File: src/rtl/pcrel_jump_pkg.sv
package pcrel_jump_pkg;

   localparam int ILEN       = 32;
   localparam int REG_IDX_W  = 5;
   localparam int IMM_U_LSB  = 12;
   localparam int IMM_I_W    = 12;

   localparam logic [6:0] OPC_AUIPC = 7'b0010111;
   localparam logic [6:0] OPC_JALR  = 7'b1100111;
   localparam logic [2:0] F3_JALR   = 3'b000;

   typedef enum logic [1:0] {
      KIND_NONE  = 2'd0,
      KIND_AUIPC = 2'd1,
      KIND_JALR  = 2'd2
   } exec_kind_e;

   typedef struct packed {
      exec_kind_e             kind;
      logic [REG_IDX_W-1:0]   rd;
      logic [ILEN-1:0]        imm_u;
      logic [ILEN-1:0]        imm_i;
   } decoded_t;

endpackage

File: src/rtl/pcrel_jump_decode.sv
module pcrel_jump_decode
   import pcrel_jump_pkg::*;
(
   input  logic [ILEN-1:0] instr,
   output decoded_t        dec
);

   logic [6:0] opcode;
   logic [2:0] funct3;

   assign opcode = instr[6:0];
   assign funct3 = instr[14:12];

   always_comb begin
      dec.kind = KIND_NONE;
      if (opcode == OPC_AUIPC) begin
         dec.kind = KIND_AUIPC;
      end else if ((opcode == OPC_JALR) && (funct3 == F3_JALR)) begin
         dec.kind = KIND_JALR;
      end
   end

   assign dec.rd    = instr[11:7];
   assign dec.imm_u = {instr[ILEN-1:IMM_U_LSB], {IMM_U_LSB{1'b0}}};
   assign dec.imm_i = {{(ILEN-IMM_I_W){instr[ILEN-1]}}, instr[ILEN-1:ILEN-IMM_I_W]};

endmodule

File: src/rtl/pcrel_jump_sext.sv
module pcrel_jump_sext #(
   parameter int IN_W  = 32,
   parameter int OUT_W = 64
) (
   input  logic [IN_W-1:0]  din,
   output logic [OUT_W-1:0] dout
);

   if (OUT_W < IN_W) begin : g_bad_width
      $error("pcrel_jump_sext: OUT_W must not be below IN_W");
   end

   if (OUT_W > IN_W) begin : g_widen
      assign dout = {{(OUT_W-IN_W){din[IN_W-1]}}, din};
   end else begin : g_same
      assign dout = din[OUT_W-1:0];
   end

endmodule

File: src/rtl/pcrel_jump_addr.sv
module pcrel_jump_addr
   import pcrel_jump_pkg::*;
#(
   parameter int XLEN      = 32,
   parameter bit SUPPORT_C = 1'b0
) (
   input  logic [XLEN-1:0] pc,
   input  logic [XLEN-1:0] rs1_val,
   input  logic [ILEN-1:0] imm_u,
   input  logic [ILEN-1:0] imm_i,
   output logic [XLEN-1:0] upper_sum,
   output logic [XLEN-1:0] link_val,
   output logic [XLEN-1:0] jump_tgt,
   output logic            tgt_misaligned
);

   localparam logic [XLEN-1:0] INSTR_BYTES = XLEN'(ILEN / 8);
   localparam logic [XLEN-1:0] LSB_CLEAR   = ~XLEN'(1);

   logic [XLEN-1:0] imm_u_x;
   logic [XLEN-1:0] imm_i_x;
   logic [XLEN-1:0] jump_sum;

   pcrel_jump_sext #(.IN_W(ILEN), .OUT_W(XLEN)) u_sext_u (
      .din  (imm_u),
      .dout (imm_u_x)
   );

   pcrel_jump_sext #(.IN_W(ILEN), .OUT_W(XLEN)) u_sext_i (
      .din  (imm_i),
      .dout (imm_i_x)
   );

   assign upper_sum = pc + imm_u_x;
   assign link_val  = pc + INSTR_BYTES;
   assign jump_sum  = rs1_val + imm_i_x;
   assign jump_tgt  = jump_sum & LSB_CLEAR;

   if (SUPPORT_C) begin : g_halfword_ok
      assign tgt_misaligned = 1'b0;
   end else begin : g_word_only
      assign tgt_misaligned = jump_tgt[1];
   end

endmodule

File: src/rtl/pcrel_jump_outreg.sv
module pcrel_jump_outreg
   import pcrel_jump_pkg::*;
#(
   parameter int XLEN = 32
) (
   input  logic                 clk,
   input  logic                 rst_n,
   input  logic [REG_IDX_W-1:0] rd_d,
   input  logic [XLEN-1:0]      wb_d,
   input  logic                 en_d,
   input  logic                 redir_d,
   input  logic [XLEN-1:0]      tgt_d,
   input  logic                 mis_d,
   output logic [REG_IDX_W-1:0] rd_q,
   output logic [XLEN-1:0]      wb_q,
   output logic                 en_q,
   output logic                 redir_q,
   output logic [XLEN-1:0]      tgt_q,
   output logic                 mis_q
);

   always_ff @(posedge clk or negedge rst_n) begin
      if (!rst_n) begin
         rd_q    <= '0;
         wb_q    <= '0;
         en_q    <= 1'b0;
         redir_q <= 1'b0;
         tgt_q   <= '0;
         mis_q   <= 1'b0;
      end else begin
         rd_q    <= rd_d;
         wb_q    <= wb_d;
         en_q    <= en_d;
         redir_q <= redir_d;
         tgt_q   <= tgt_d;
         mis_q   <= mis_d;
      end
   end

endmodule

File: src/rtl/pcrel_jump_exec.sv
module pcrel_jump_exec
   import pcrel_jump_pkg::*;
#(
   parameter int XLEN      = 32,
   parameter bit SUPPORT_C = 1'b0
) (
   input  logic                 clk,
   input  logic                 rst_n,
   input  logic [ILEN-1:0]      instr_i,
   input  logic [XLEN-1:0]      pc_i,
   input  logic [XLEN-1:0]      rs1_val_i,
   output logic [REG_IDX_W-1:0] rd_idx_o,
   output logic [XLEN-1:0]      wb_val_o,
   output logic                 wb_en_o,
   output logic                 redirect_o,
   output logic [XLEN-1:0]      target_o,
   output logic                 misalign_o
);

   if ((XLEN != 32) && (XLEN != 64)) begin : g_bad_xlen
      $error("pcrel_jump_exec: XLEN must be 32 or 64");
   end

   decoded_t             dec;
   logic [XLEN-1:0]      upper_sum;
   logic [XLEN-1:0]      link_val;
   logic [XLEN-1:0]      jump_tgt;
   logic                 tgt_mis;

   logic [REG_IDX_W-1:0] nx_rd;
   logic [XLEN-1:0]      nx_wb;
   logic                 nx_en;
   logic                 nx_redir;
   logic [XLEN-1:0]      nx_tgt;
   logic                 nx_mis;
   logic                 rd_live;

   pcrel_jump_decode u_dec (
      .instr (instr_i),
      .dec   (dec)
   );

   pcrel_jump_addr #(.XLEN(XLEN), .SUPPORT_C(SUPPORT_C)) u_addr (
      .pc             (pc_i),
      .rs1_val        (rs1_val_i),
      .imm_u          (dec.imm_u),
      .imm_i          (dec.imm_i),
      .upper_sum      (upper_sum),
      .link_val       (link_val),
      .jump_tgt       (jump_tgt),
      .tgt_misaligned (tgt_mis)
   );

   assign rd_live = (dec.rd != '0);

   always_comb begin
      nx_rd    = '0;
      nx_wb    = '0;
      nx_en    = 1'b0;
      nx_redir = 1'b0;
      nx_tgt   = '0;
      nx_mis   = 1'b0;
      case (dec.kind)
         KIND_AUIPC: begin
            nx_rd = dec.rd;
            nx_wb = upper_sum;
            nx_en = rd_live;
         end
         KIND_JALR: begin
            nx_rd  = dec.rd;
            nx_wb  = link_val;
            nx_tgt = jump_tgt;
            if (tgt_mis) begin
               nx_mis = 1'b1;
            end else begin
               nx_redir = 1'b1;
               nx_en    = rd_live;
            end
         end
         default: begin
         end
      endcase
   end

   pcrel_jump_outreg #(.XLEN(XLEN)) u_out (
      .clk     (clk),
      .rst_n   (rst_n),
      .rd_d    (nx_rd),
      .wb_d    (nx_wb),
      .en_d    (nx_en),
      .redir_d (nx_redir),
      .tgt_d   (nx_tgt),
      .mis_d   (nx_mis),
      .rd_q    (rd_idx_o),
      .wb_q    (wb_val_o),
      .en_q    (wb_en_o),
      .redir_q (redirect_o),
      .tgt_q   (target_o),
      .mis_q   (misalign_o)
   );

endmodule

File: config.mk
export PLATFORM = sky130hd
export DESIGN_NAME = pcrel_jump_exec
export DESIGN_NICKNAME = d
export VERILOG_FILES = /design/src/rtl/pcrel_jump_pkg.sv /design/src/rtl/pcrel_jump_decode.sv /design/src/rtl/pcrel_jump_sext.sv /design/src/rtl/pcrel_jump_addr.sv /design/src/rtl/pcrel_jump_outreg.sv /design/src/rtl/pcrel_jump_exec.sv
export SDC_FILE = /design/constraint.sdc
export NUM_CORES = 1
export LEC_CHECK = 0
export BUFFER_PORTS_ARGS = -buffer_cell sky130_fd_sc_hd__buf_2
export CORE_UTILIZATION = 55
export DETAILED_ROUTE_END_ITERATION = 10
export HOLD_SLACK_MARGIN = 0.03
export PLACE_DENSITY = 0.84
export SETUP_SLACK_MARGIN = 0.15
export SLEW_MARGIN = 20
export SYNTH_ARGS = -nofsm -noshare
export SYNTH_HDL_FRONTEND = slang
export SYNTH_HIERARCHICAL = 1
export SYNTH_SLANG_ARGS = --single-unit
File: constraint.sdc
create_clock -name clk -period 1.05 [get_ports clk]
set_clock_uncertainty 0.15 [all_clocks]
set_input_delay 0.21 -clock clk [delete_from_list [all_inputs] [get_ports clk]]
set_output_delay 0.21 -clock clk [all_outputs]
set_load 0.1 [all_outputs]
==> results_dict.tcl, run 1 <==
set metrics [dict create \
    status "stopped before the end" \
    failed_stage "clock tree synthesis (4_1_cts)" \
    run.stop_error "[ERROR DPL-0033] detailed placement checks failed during check placement." \
    synth_top_cell_area_share_pct 23.7 \
    port_buffers 169 \
    placementRows 42 \
    numCtsBuffers 9 \
    syn_inst 910 \
    share_of_the_yosys_chip_area_belonging_to_registers_pct 23.7 \
    post-cts-setup-buffers 38 \
    post_dp_cell_area_sq_um 11400 \
    post_cts.resized_instances 188 \
    synth_top_cell_by_area "sky130_fd_sc_hd__dfrtp_1" \
    dp_cells 1331 \
    post-synth-top-count-cell "sky130_fd_sc_hd__buf_4" \
    clock_path_buffers 2 \
    htreeDepth 3 \
    postSynthAreaPerCell_sq_um 8.36 \
    start_util_pct 57.0 \
    post_synth_num_cell_types 65 \
    postSynth.asyncResetShare_pct 100 \
    worst_slack_placed_ps -1580 \
    mappedNetlistArea_sq_um 7600 \
    detailedPlacementHpwl_mm 21.5 \
    synthTopCellsByArea "sky130_fd_sc_hd__dfrtp_1, sky130_fd_sc_hd__buf_4, sky130_fd_sc_hd__ha_1" \
    primary_ff_master_synth "sky130_fd_sc_hd__dfrtp_1" \
    clock_sinks 72 \
    ys_seq_elements 72 \
    synth_commonest_cells "sky130_fd_sc_hd__buf_4, sky130_fd_sc_hd__a21oi_1, sky130_fd_sc_hd__dfrtp_1" \
    place_congestion 0.978 \
    io-pin-count 170 \
    hold_buffers 1 \
    number_of_synthesized_flops_with_an_enable_pin 0 \
    cts-root-buf "sky130_fd_sc_hd__clkbuf_16" \
    dieWidth_um 120 \
    fp.dieH_um 120 \
    ys_warn_count 6 \
]
==> kinds of logic after synthesis <==
family          after synthesis  synth area share, %
simple gates                253                 18.1
compound gates              235                 20.5
buf+inv                     196                 16.7
xor+xnor                     86                 9.91
flops                        72                 23.7
fa+ha+maj                    66                 11.1
other cells                   2               0.0988
==> per-stage QoR <==
| stage | hold WS (ps) | utilization, % |
|---|---|---|
| global placement | 38.0 | 85.1 |
| floorplan | -236 | - |
| detailed placement | 42.7 | 85.1 |
==> run 2, diff against run 1 <==
Settings changed: CORE_UTILIZATION 55 to 40, HOLD_SLACK_MARGIN 0.03 to not set, PLACE_DENSITY 0.84 to not set, PLACE_DENSITY_LB_ADDON set to 0.15, SETUP_SLACK_MARGIN 0.15 to not set.
==> run 2 against run 1 <==
The flow now finishes, with violations (setup timing). Synthesized cell count unchanged. Area after synthesis unchanged.
==> results_dict.tcl, run 2 <==
set metrics [dict create \
    status "complete, but fails checks" \
    violations "setup timing" \
    vdd_ir_drop_max_v 0.000703 \
    rsz0062_at_grt "yes" \
    grt_antenna_before_repair 3 \
    ant_nets 0 \
    hold_path.class "in2async" \
    area.growth.synth_to_final_pct 71.6 \
    power_switching_share_pct 33.4 \
    start_util_pct 40.8 \
    share_of_the_yosys_chip_area_belonging_to_registers_pct 23.7 \
    clock_path_buffers 2 \
    io-pin-count 170 \
    worst_path_dominant_cell_family "simple AND/OR/NAND/NOR gates" \
    grt_start_max_net_pins 31 \
    synth_commonest_cells "sky130_fd_sc_hd__buf_4, sky130_fd_sc_hd__a21oi_1, sky130_fd_sc_hd__dfrtp_1" \
    postSynthAreaPerCell_sq_um 8.36 \
    critical_path_peak_fanout 3 \
    synth_top_cell_area_share_pct 23.7 \
    ys_warn_count 6 \
    grt_pass1_vias 7613 \
    worst_slack_placed_ps -1630 \
    timing_worst_slew_pin_value_ps 954 \
    core_area_sq_um 18600 \
    crit_chain "buf_8, ha_4, nand4_1, a211oi_2, nor3_2, buf_4, nor4b_4, o32ai_4, o41ai_2, xnor2_1, and2_1" \
    cp-start-kind "input pin" \
    drt_iter0_markers 514 \
    tritoncts_clock_tree "yes" \
    cap_viol_max_count 0 \
    reg.largest.list "u_out/tgt_q (32), u_out/wb_q (32), u_out/rd_q (5)" \
    critical-path-slowest-cell "sky130_fd_sc_hd__nor4b_4" \
    mappedNetlistArea_sq_um 7600 \
    drive_above_1_share_pct 60.6 \
    critical_path.endpoint_type "flip-flop" \
    fmaxAchievable_mhz 457 \
    crit_path_start "instr_i[22]" \
    critical_path_depth 11 \
    net_count_reported_at_finish 1376 \
    holdWs_ps 113 \
    setup_viol_count_final 143 \
    postSynth.asyncResetShare_pct 100 \
    syn_inst 910 \
    totalPowerFinal_w 0.0113 \
    p_clk_share_pct 30.4 \
    synthTopCellsByArea "sky130_fd_sc_hd__dfrtp_1, sky130_fd_sc_hd__buf_4, sky130_fd_sc_hd__ha_1" \
    port_buffers 169 \
    setup_slack_ps -1140 \
    timing.critical_path.arrival_ps 2320 \
    buffering_stage_count_on_the_worst_path_with_inverters_included 2 \
    critical_path.endpoint "u_out/tgt_q[31]$_DFF_PN0_" \
    layout_worst_path_cycle_share_pct 209 \
    primary_ff_master_synth "sky130_fd_sc_hd__dfrtp_1" \
    grt_first_pass_wirelength_mm 38.5 \
    dieWidth_um 140 \
    maxSlewHeadroom_pct 34.8 \
    final_core_util_pct 70.0 \
    final.fill_count 1376 \
    p_int_w 0.00751 \
    cts.clk_slew.worst_paths_ps 70 \
    detailedRoute.firstPassIterationCount 5 \
    combinationalPowerShare_pct 45.0 \
    post_synth_num_cell_types 65 \
    final_common_cell "sky130_fd_sc_hd__buf_4" \
    timing_hold_violations_final 0 \
    route.detailed.vias_per_inst 5.19 \
    placementRows 50 \
    track_usage_pct 24.8 \
    htreeDepth 3 \
    route.final.wire_length_mm 24.1 \
    fp.dieH_um 140 \
    vias 7544 \
    p_switching_w 0.00377 \
    overflow 0 \
    detail_route.drc_violations 0 \
    post-synth-top-count-cell "sky130_fd_sc_hd__buf_4" \
    final_cell_mix "sky130_fd_sc_hd__buf_4, sky130_fd_sc_hd__buf_12, sky130_fd_sc_hd__buf_2" \
    p_seq_share_pct 24.6 \
    avgRoutedWirePerCell_um 16.6 \
    detailedPlacementHpwl_mm 18.2 \
    numCtsBuffers 9 \
    synth_top_cell_by_area "sky130_fd_sc_hd__dfrtp_1" \
    report.final.slew_viol_count 0 \
    cts-root-buf "sky130_fd_sc_hd__clkbuf_16" \
    power.density_nw_per_um2 864 \
    path_type_of_the_worst_setup_path "in2reg" \
    place_congestion 0.884 \
    clock_sinks 72 \
    ys_seq_elements 72 \
    timing.final.crit_period_ps 2190 \
    number_of_synthesized_flops_with_an_enable_pin 0 \
    die-area_sq_um 19600 \
    leakage_nw 5.73 \
    crit_required_ps 1180 \
    final.setup.tns_ps -61710 \
    crit_path_max_incr_delay_ps 350 \
]
## run 2: cell counts after synthesis
No cell type changed its count.
## run 2: power by group through the flow
stage	Clock, W	Combinational (W)	Sequential [W]
after global routing	0.00361	0.00549	0.00277
after detailed placement	0	0.00412	0.00283
after CTS	0.00349	0.00466	0.00277
final	0.00343	0.00507	0.00277
after floorplan	0	0.00277	0.00284
after global placement	0	0.00407	0.00283
## run 2: cells by family (layout without fill, tap and decap cells)
family | after synthesis | after routing | synth area share [%]
compound gates | 235 | 235 | 20.5
xor+xnor | 86 | 86 | 9.91
fa+ha+maj | 66 | 66 | 11.1
buf+inv | 196 | 492 | 16.7
flops | 72 | 72 | 23.7
other cells | 2 | 16 | 0.0988
simple gates | 253 | 253 | 18.1
## run 2: repair_timing
item / 4_1_cts / 5_1_grt
hold buffers: 6 / 0
resized for setup: 159 / 85
cloned: 4 / 0
pin swaps: 86 / 73
hold endpoints to repair: 77 / 0
setup buffers: 27 / 16
endpoints found under the setup margin: 143 / 143
## run 2: layer usage
metal | vias up | global-route usage (%) | wire, um
met4 | 0 | 7.98 | 433
met2 | 196 | 41.2 | 11600
met3 | 32 | 3.85 | 1090
met5 | - | 0 | 0
li1 | 3680 | - | -
met1 | 3636 | 32.9 | 11000
## run 2: area by class of cell
class	count	area [sq um]	area share [%]
antenna	3	7.51	0.0575
clock inverter	7	92.6	0.709
clock buffer	9	225	1.73
inverter	23	88.8	0.681
multi-input combinational	653	5900	45.2
sequential	72	1890	14.5
timing repair buffer	453	4550	34.9
tap	234	293	2.24
## run 2: worst min path at each step
stage | startpoint | endpoint | slack [ps] | depth (start not counted)
4_1_cts | rst_n | u_out/wb_q[30]$_DFF_PN0_ | 100 | 2
3_3_place_gp | rst_n | u_out/wb_q[30]$_DFF_PN0_ | -60 | 1
3_5_place_dp | rst_n | u_out/wb_q[30]$_DFF_PN0_ | -60 | 1
2_1_floorplan | rst_n | u_out/en_q$_DFF_PN0_ | -240 | 0
6_report | rst_n | u_out/wb_q[29]$_DFF_PN0_ | 110 | 2
5_1_grt | rst_n | u_out/wb_q[29]$_DFF_PN0_ | 110 | 2
## run 2: through the flow
stage | cell area [sq um] | std cells
6_report | 13100 | 1454
5_1_grt | 13100 | 1454
3_5_place_dp | 11300 | 1391
3_3_place_gp | 11300 | 1391
4_1_cts | 12600 | 1440
2_1_floorplan | 8550 | 921
No activity file was read; power rests on OpenSTA's default activity.
==> run 3, diff against run 2 <==
Settings changed: CORE_MARGIN set to 2.
==> run 3 against run 2 <==
The run still ends with setup timing left. Combinational power grew 3.9%. Global-route usage shrank 0.51 points. Count of clock-buffer cells in the layout grew 1. Sequential share of layout area shrank 0.13 points. Clock power grew 7.6%. First-iteration DRC count shrank 11%. Highest routed layer unchanged. Via count grew 1.7%. Worst setup slack lost 2.9 ps. Core utilization grew 0.40 points. Die area grew 2.9%. Largest cell class unchanged. Routed wire length grew 5.7%. Critical path depth shrank 1.
==> results_dict.tcl, run 3 (synthesis results as in run 2) <==
set metrics [dict create \
    status "complete, but fails checks" \
    violations "setup timing" \
    power.density_nw_per_um2 891 \
    worst_path_dominant_cell_family "compound AO/OA/AOI/OAI gates" \
    grt_antenna_before_repair 1 \
    place_congestion 0.907 \
    grt_pass1_vias 7752 \
    die-area_sq_um 20100 \
    ant_nets 0 \
    post_dp_cell_area_sq_um 11300 \
    critical-path-slowest-cell "sky130_fd_sc_hd__or4_4" \
    setup_viol_count_final 143 \
    drive_above_1_share_pct 60.5 \
    layout_worst_path_cycle_share_pct 209 \
    vias 7673 \
    detailedPlacementHpwl_mm 18.6 \
    vdd_ir_drop_max_v 0.000767 \
    fmaxAchievable_mhz 456 \
    drt_iter0_markers 455 \
    cp-start-kind "input pin" \
    htreeDepth 3 \
    route.final.wire_length_mm 25.5 \
    detailedRoute.firstPassIterationCount 5 \
    rsz0062_at_grt "yes" \
    io-pin-count 170 \
    core_area_sq_um 18700 \
    reg.largest.list "u_out/tgt_q (32), u_out/wb_q (32), u_out/rd_q (5)" \
    grt_first_pass_wirelength_mm 38.9 \
    cts.clk_slew.worst_paths_ps 60 \
    net_count_reported_at_finish 1389 \
    crit_path_max_incr_delay_ps 560 \
    fp.dieH_um 142 \
    dieWidth_um 142 \
    timing_worst_slew_pin_value_ps 936 \
    hold_path.class "in2reg" \
    final_common_cell "sky130_fd_sc_hd__buf_4" \
    worst_slack_placed_ps -1620 \
    detail_route.drc_violations 0 \
    placementRows 50 \
    holdWs_ps 86.7 \
    avgRoutedWirePerCell_um 17.4 \
    start_util_pct 40.6 \
    timing.final.crit_period_ps 2190 \
    hold_end "u_out/wb_q[0]$_DFF_PN0_" \
    clock_sinks 72 \
    numCtsBuffers 9 \
    route.detailed.vias_per_inst 5.24 \
    final_cell_mix "sky130_fd_sc_hd__buf_4, sky130_fd_sc_hd__buf_12, sky130_fd_sc_hd__buf_2" \
    min_from "pc_i[0]" \
    timing.critical_path.arrival_ps 2280 \
    final.setup.tns_ps -63580 \
    report.final.slew_viol_count 0 \
    critical_path_peak_fanout 10 \
    path_type_of_the_worst_setup_path "in2reg" \
    final_core_util_pct 70.4 \
    overflow 0 \
    cap_viol_max_count 0 \
    crit_required_ps 1140 \
    critical_path.endpoint_type "flip-flop" \
    buffering_stage_count_on_the_worst_path_with_inverters_included 1 \
    port_buffers 169 \
    track_usage_pct 24.3 \
    leakage_nw 5.77 \
    maxSlewHeadroom_pct 36.0 \
    tritoncts_clock_tree "yes" \
    cts-root-buf "sky130_fd_sc_hd__clkbuf_16" \
    clock_path_buffers 2 \
    finalInstanceArea_sq_um 13200 \
    area.growth.synth_to_final_pct 73.2 \
    timing_hold_violations_final 0 \
    crit_chain "buf_12, ha_4, a21o_1, a21oi_2, nor2b_1, or4_4, o32ai_4, o41ai_2, xnor2_1, and2_1" \
    setup_slack_ps -1140 \
    hold-path-cell-count 4 \
    grt_start_max_net_pins 26 \
]
-- run 3: changes by cell type in the layout (fill, tap and decap cells not counted), moves of 4 or more --
cell and change:
sky130_fd_sc_hd__buf_12 +5, sky130_fd_sc_hd__buf_4 +16, sky130_fd_sc_hd__ha_4 +4, sky130_fd_sc_hd__nor2_1 +5, sky130_fd_sc_hd__xnor2_2 -4
-- run 3: timing repair --
action / CTS / global route
setup endpoints to repair: 143 / 143
buffers inserted: 26 / 27
hold buffers: 6 / 0
hold endpoints to repair: 77 / 0
gates resized for setup: 139 / 96
cloned: 5 / 0
pin swaps: 77 / 100
-- run 3: cell type report --
type,count,area [sq um]
inverter,23,86.3
sequential,72,1890
multi-input combinational,653,5910
tap,234,293
clock inverter,6,115
clock buffer,10,229
timing repair buffer,466,4640
fill,1377,5540
antenna,1,2.50
-- run 3: worst max path at each step --
stage | slack (ps) | start | depth (start not counted) | end
2_1_floorplan | -1510 | instr_i[31] | 12 | u_out/tgt_q[27]$_DFF_PN0_
3_5_place_dp | -1620 | instr_i[31] | 10 | u_out/tgt_q[31]$_DFF_PN0_
5_1_grt | -1220 | instr_i[28] | 11 | u_out/tgt_q[31]$_DFF_PN0_
3_3_place_gp | -1590 | instr_i[31] | 10 | u_out/tgt_q[31]$_DFF_PN0_
4_1_cts | -1130 | instr_i[22] | 11 | u_out/tgt_q[31]$_DFF_PN0_
6_report | -1140 | instr_i[31] | 10 | u_out/tgt_q[31]$_DFF_PN0_
-- run 3: stage by stage --
step           power (W)  cells
2_1_floorplan    0.00561    921
3_3_place_gp     0.00695   1395
3_5_place_dp     0.00701   1395
4_1_cts           0.0112   1446
5_1_grt           0.0123   1465
6_report          0.0117   1465
-- run 3: report_power, final --
part           total, W  internal (W)  switching (W)
Sequential      0.00278       0.00277     0.00000156
Clock           0.00369       0.00234        0.00135
Combinational   0.00527       0.00276        0.00251
Total            0.0117       0.00787        0.00386
-- run 3: per-layer routing --
metal  global-route usage (%)  wire [um]
met1                     31.7      11200
met2                     42.1      12600
met3                     3.64       1210
met4                     6.53        514
met5                        0          0
==> run 4, diff against run 3 <==
Settings changed: CELL_PAD_IN_SITES_DETAIL_PLACEMENT set to 0, CELL_PAD_IN_SITES_GLOBAL_PLACEMENT set to 1, CORE_ASPECT_RATIO set to 1.2.
==> run 4 against run 3 <==
The flow still finishes with violations (setup timing). Non-clock buffer count rose by 26. Die area is essentially flat. Total power down 5.0%. Flip-flop and latch count stayed put. Clock power fell by 17%. Combinational power up 0.8%. Sequential power about the same. Global-route usage grew 1.5 points. Critical endpoint unchanged.
==> results_dict.tcl, run 4 (synthesis results as in run 2) <==
set metrics [dict create \
    final_cell_mix "sky130_fd_sc_hd__buf_4, sky130_fd_sc_hd__buf_12, sky130_fd_sc_hd__buf_2" \
    detail_route.drc_violations 0 \
    drive_above_1_share_pct 61.5 \
    cts-root-buf "sky130_fd_sc_hd__clkbuf_16" \
    setup_viol_count_final 143 \
    area.growth.synth_to_final_pct 77.8 \
    finalInstanceArea_sq_um 13500 \
    core_area_sq_um 18700 \
    die-area_sq_um 20100 \
    critical_path.endpoint_type "flip-flop" \
    net_count_reported_at_finish 1415 \
    cts.clk_slew.worst_paths_ps 60 \
    detailedRoute.firstPassIterationCount 5 \
    final_common_cell "sky130_fd_sc_hd__buf_4" \
    fmaxAchievable_mhz 459 \
    leakage_nw 5.96 \
    cp-start-kind "input pin" \
    route.final.wire_length_mm 26.5 \
    maxSlewHeadroom_pct 52.6 \
    final.setup.tns_ps -69730 \
    overflow 0 \
    report.final.slew_viol_count 0 \
    drt_iter0_markers 316 \
    timing_hold_violations_final 0 \
    grt_first_pass_wirelength_mm 41.1 \
    avgRoutedWirePerCell_um 17.5 \
    grt_antenna_before_repair 1 \
    dieWidth_um 130 \
    layout_worst_path_cycle_share_pct 208 \
    vdd_ir_drop_max_v 0.000670 \
    critical_path_peak_fanout 5 \
    rsz0062_at_grt "yes" \
    vias 7697 \
    timing_worst_slew_pin_value_ps 694 \
    post_dp_cell_area_sq_um 11400 \
    timing.critical_path.arrival_ps 2260 \
    grt_pass1_vias 8230 \
    timing.final.crit_period_ps 2180 \
    place_congestion 0.853 \
    ant_nets 0 \
    power.density_nw_per_um2 825 \
    path_type_of_the_worst_setup_path "in2reg" \
    grt_start_max_net_pins 30 \
    tritoncts_clock_tree "yes" \
    reg.largest.list "u_out/tgt_q (32), u_out/wb_q (32), u_out/rd_q (5)" \
    htreeDepth 3 \
    status "complete, but fails checks" \
    fp.dieH_um 155 \
    track_usage_pct 25.9 \
    clock_sinks 72 \
    port_buffers 169 \
    crit_required_ps 1130 \
    violations "setup timing" \
    io-pin-count 170 \
    hold_path.class "in2reg" \
    setup_slack_ps -1130 \
    route.detailed.vias_per_inst 5.09 \
    detailedPlacementHpwl_mm 18.7 \
    start_util_pct 40.6 \
    placementRows 55 \
    cap_viol_max_count 0 \
    numCtsBuffers 9 \
    clock_path_buffers 2 \
]
run 4: changes by cell type in the layout (fill, tap and decap cells not counted), moves of 3 or more:
cell / before / now
sky130_fd_sc_hd__a21oi_4: 6 / 10
sky130_fd_sc_hd__a31oi_2: 1 / 4
sky130_fd_sc_hd__buf_16: 0 / 4
sky130_fd_sc_hd__buf_2: 78 / 74
sky130_fd_sc_hd__buf_4: 241 / 255
sky130_fd_sc_hd__buf_6: 46 / 52
sky130_fd_sc_hd__buf_8: 8 / 13
sky130_fd_sc_hd__bufinv_16: 3 / 0
run 4: what timing repair did:
action | CTS | global route
hold buffers | 6 | 0
setup buffers | 65 | 28
cloned | 8 | 2
pin swaps | 132 | 81
gates resized for setup | 181 | 89
hold endpoints to repair | 78 | 0
setup endpoints to repair | 143 | 143
run 4: per-stage QoR:
stage               util [%]  total power, W  worst slack [ps]  hold slack (ps)  instances
CTS                     70.4          0.0108             -1070             80.1       1503
detailed placement      60.8         0.00700             -1650            -34.6       1423
global route            72.2          0.0118             -1180              104       1512
global placement        60.8         0.00696             -1620            -38.9       1423
floorplan                  -         0.00561             -1510             -236        921
finish                  72.2          0.0111             -1130             87.9       1513
run 4: layout make-up:
type / instances / area (sq um)
Multi-Input combinational cell: 653 / 5900
Fill cell: 1370 / 5200
Timing Repair Buffer: 492 / 5020
Sequential cell: 72 / 1890
Tap cell: 256 / 320
Clock buffer: 11 / 253
Inverter: 23 / 88.8
Clock inverter: 5 / 37.5
Antenna cell: 1 / 2.50
run 4: critical path, stage by stage:
cell and delay, ps:
sky130_fd_sc_hd__buf_16 130, sky130_fd_sc_hd__ha_4 220, sky130_fd_sc_hd__a21o_1 180, sky130_fd_sc_hd__a21oi_2 170, sky130_fd_sc_hd__nor2b_1 70, sky130_fd_sc_hd__or4_4 540
sky130_fd_sc_hd__o32ai_4 350, sky130_fd_sc_hd__o41ai_2 110, sky130_fd_sc_hd__xnor2_1 130, sky130_fd_sc_hd__and2_1 140
run 4: power by group:
group | internal [W] | switching [W]
Clock | 0.00174 | 0.00133
Sequential | 0.00277 | 0.00000155
Combinational | 0.00282 | 0.00249
run 4: path summary, 6_finish.rpt:
path                             start                        end  slack [ps]  depth (start not counted)
worst max-delay path       instr_i[31]  u_out/tgt_q[31]$_DFF_PN0_       -1130                         10
worst min-delay path       instr_i[11]       u_out/en_q$_DFF_PN0_          90                          3
max in group asynchronous        rst_n  u_out/tgt_q[30]$_DFF_PN0_          90                          3
min in group asynchronous        rst_n  u_out/tgt_q[11]$_DFF_PN0_         190                          2
run 4: metal layers:
layer	part of all wire, %	wire, um	vias up	GRT usage, %
met5	0.049	13	-	0
li1	-	-	3774	-
met1	39	10400	3693	29.4
met3	3.7	988	45	4.02
met2	54	14400	183	48.9
met4	2.5	658	2	7.68
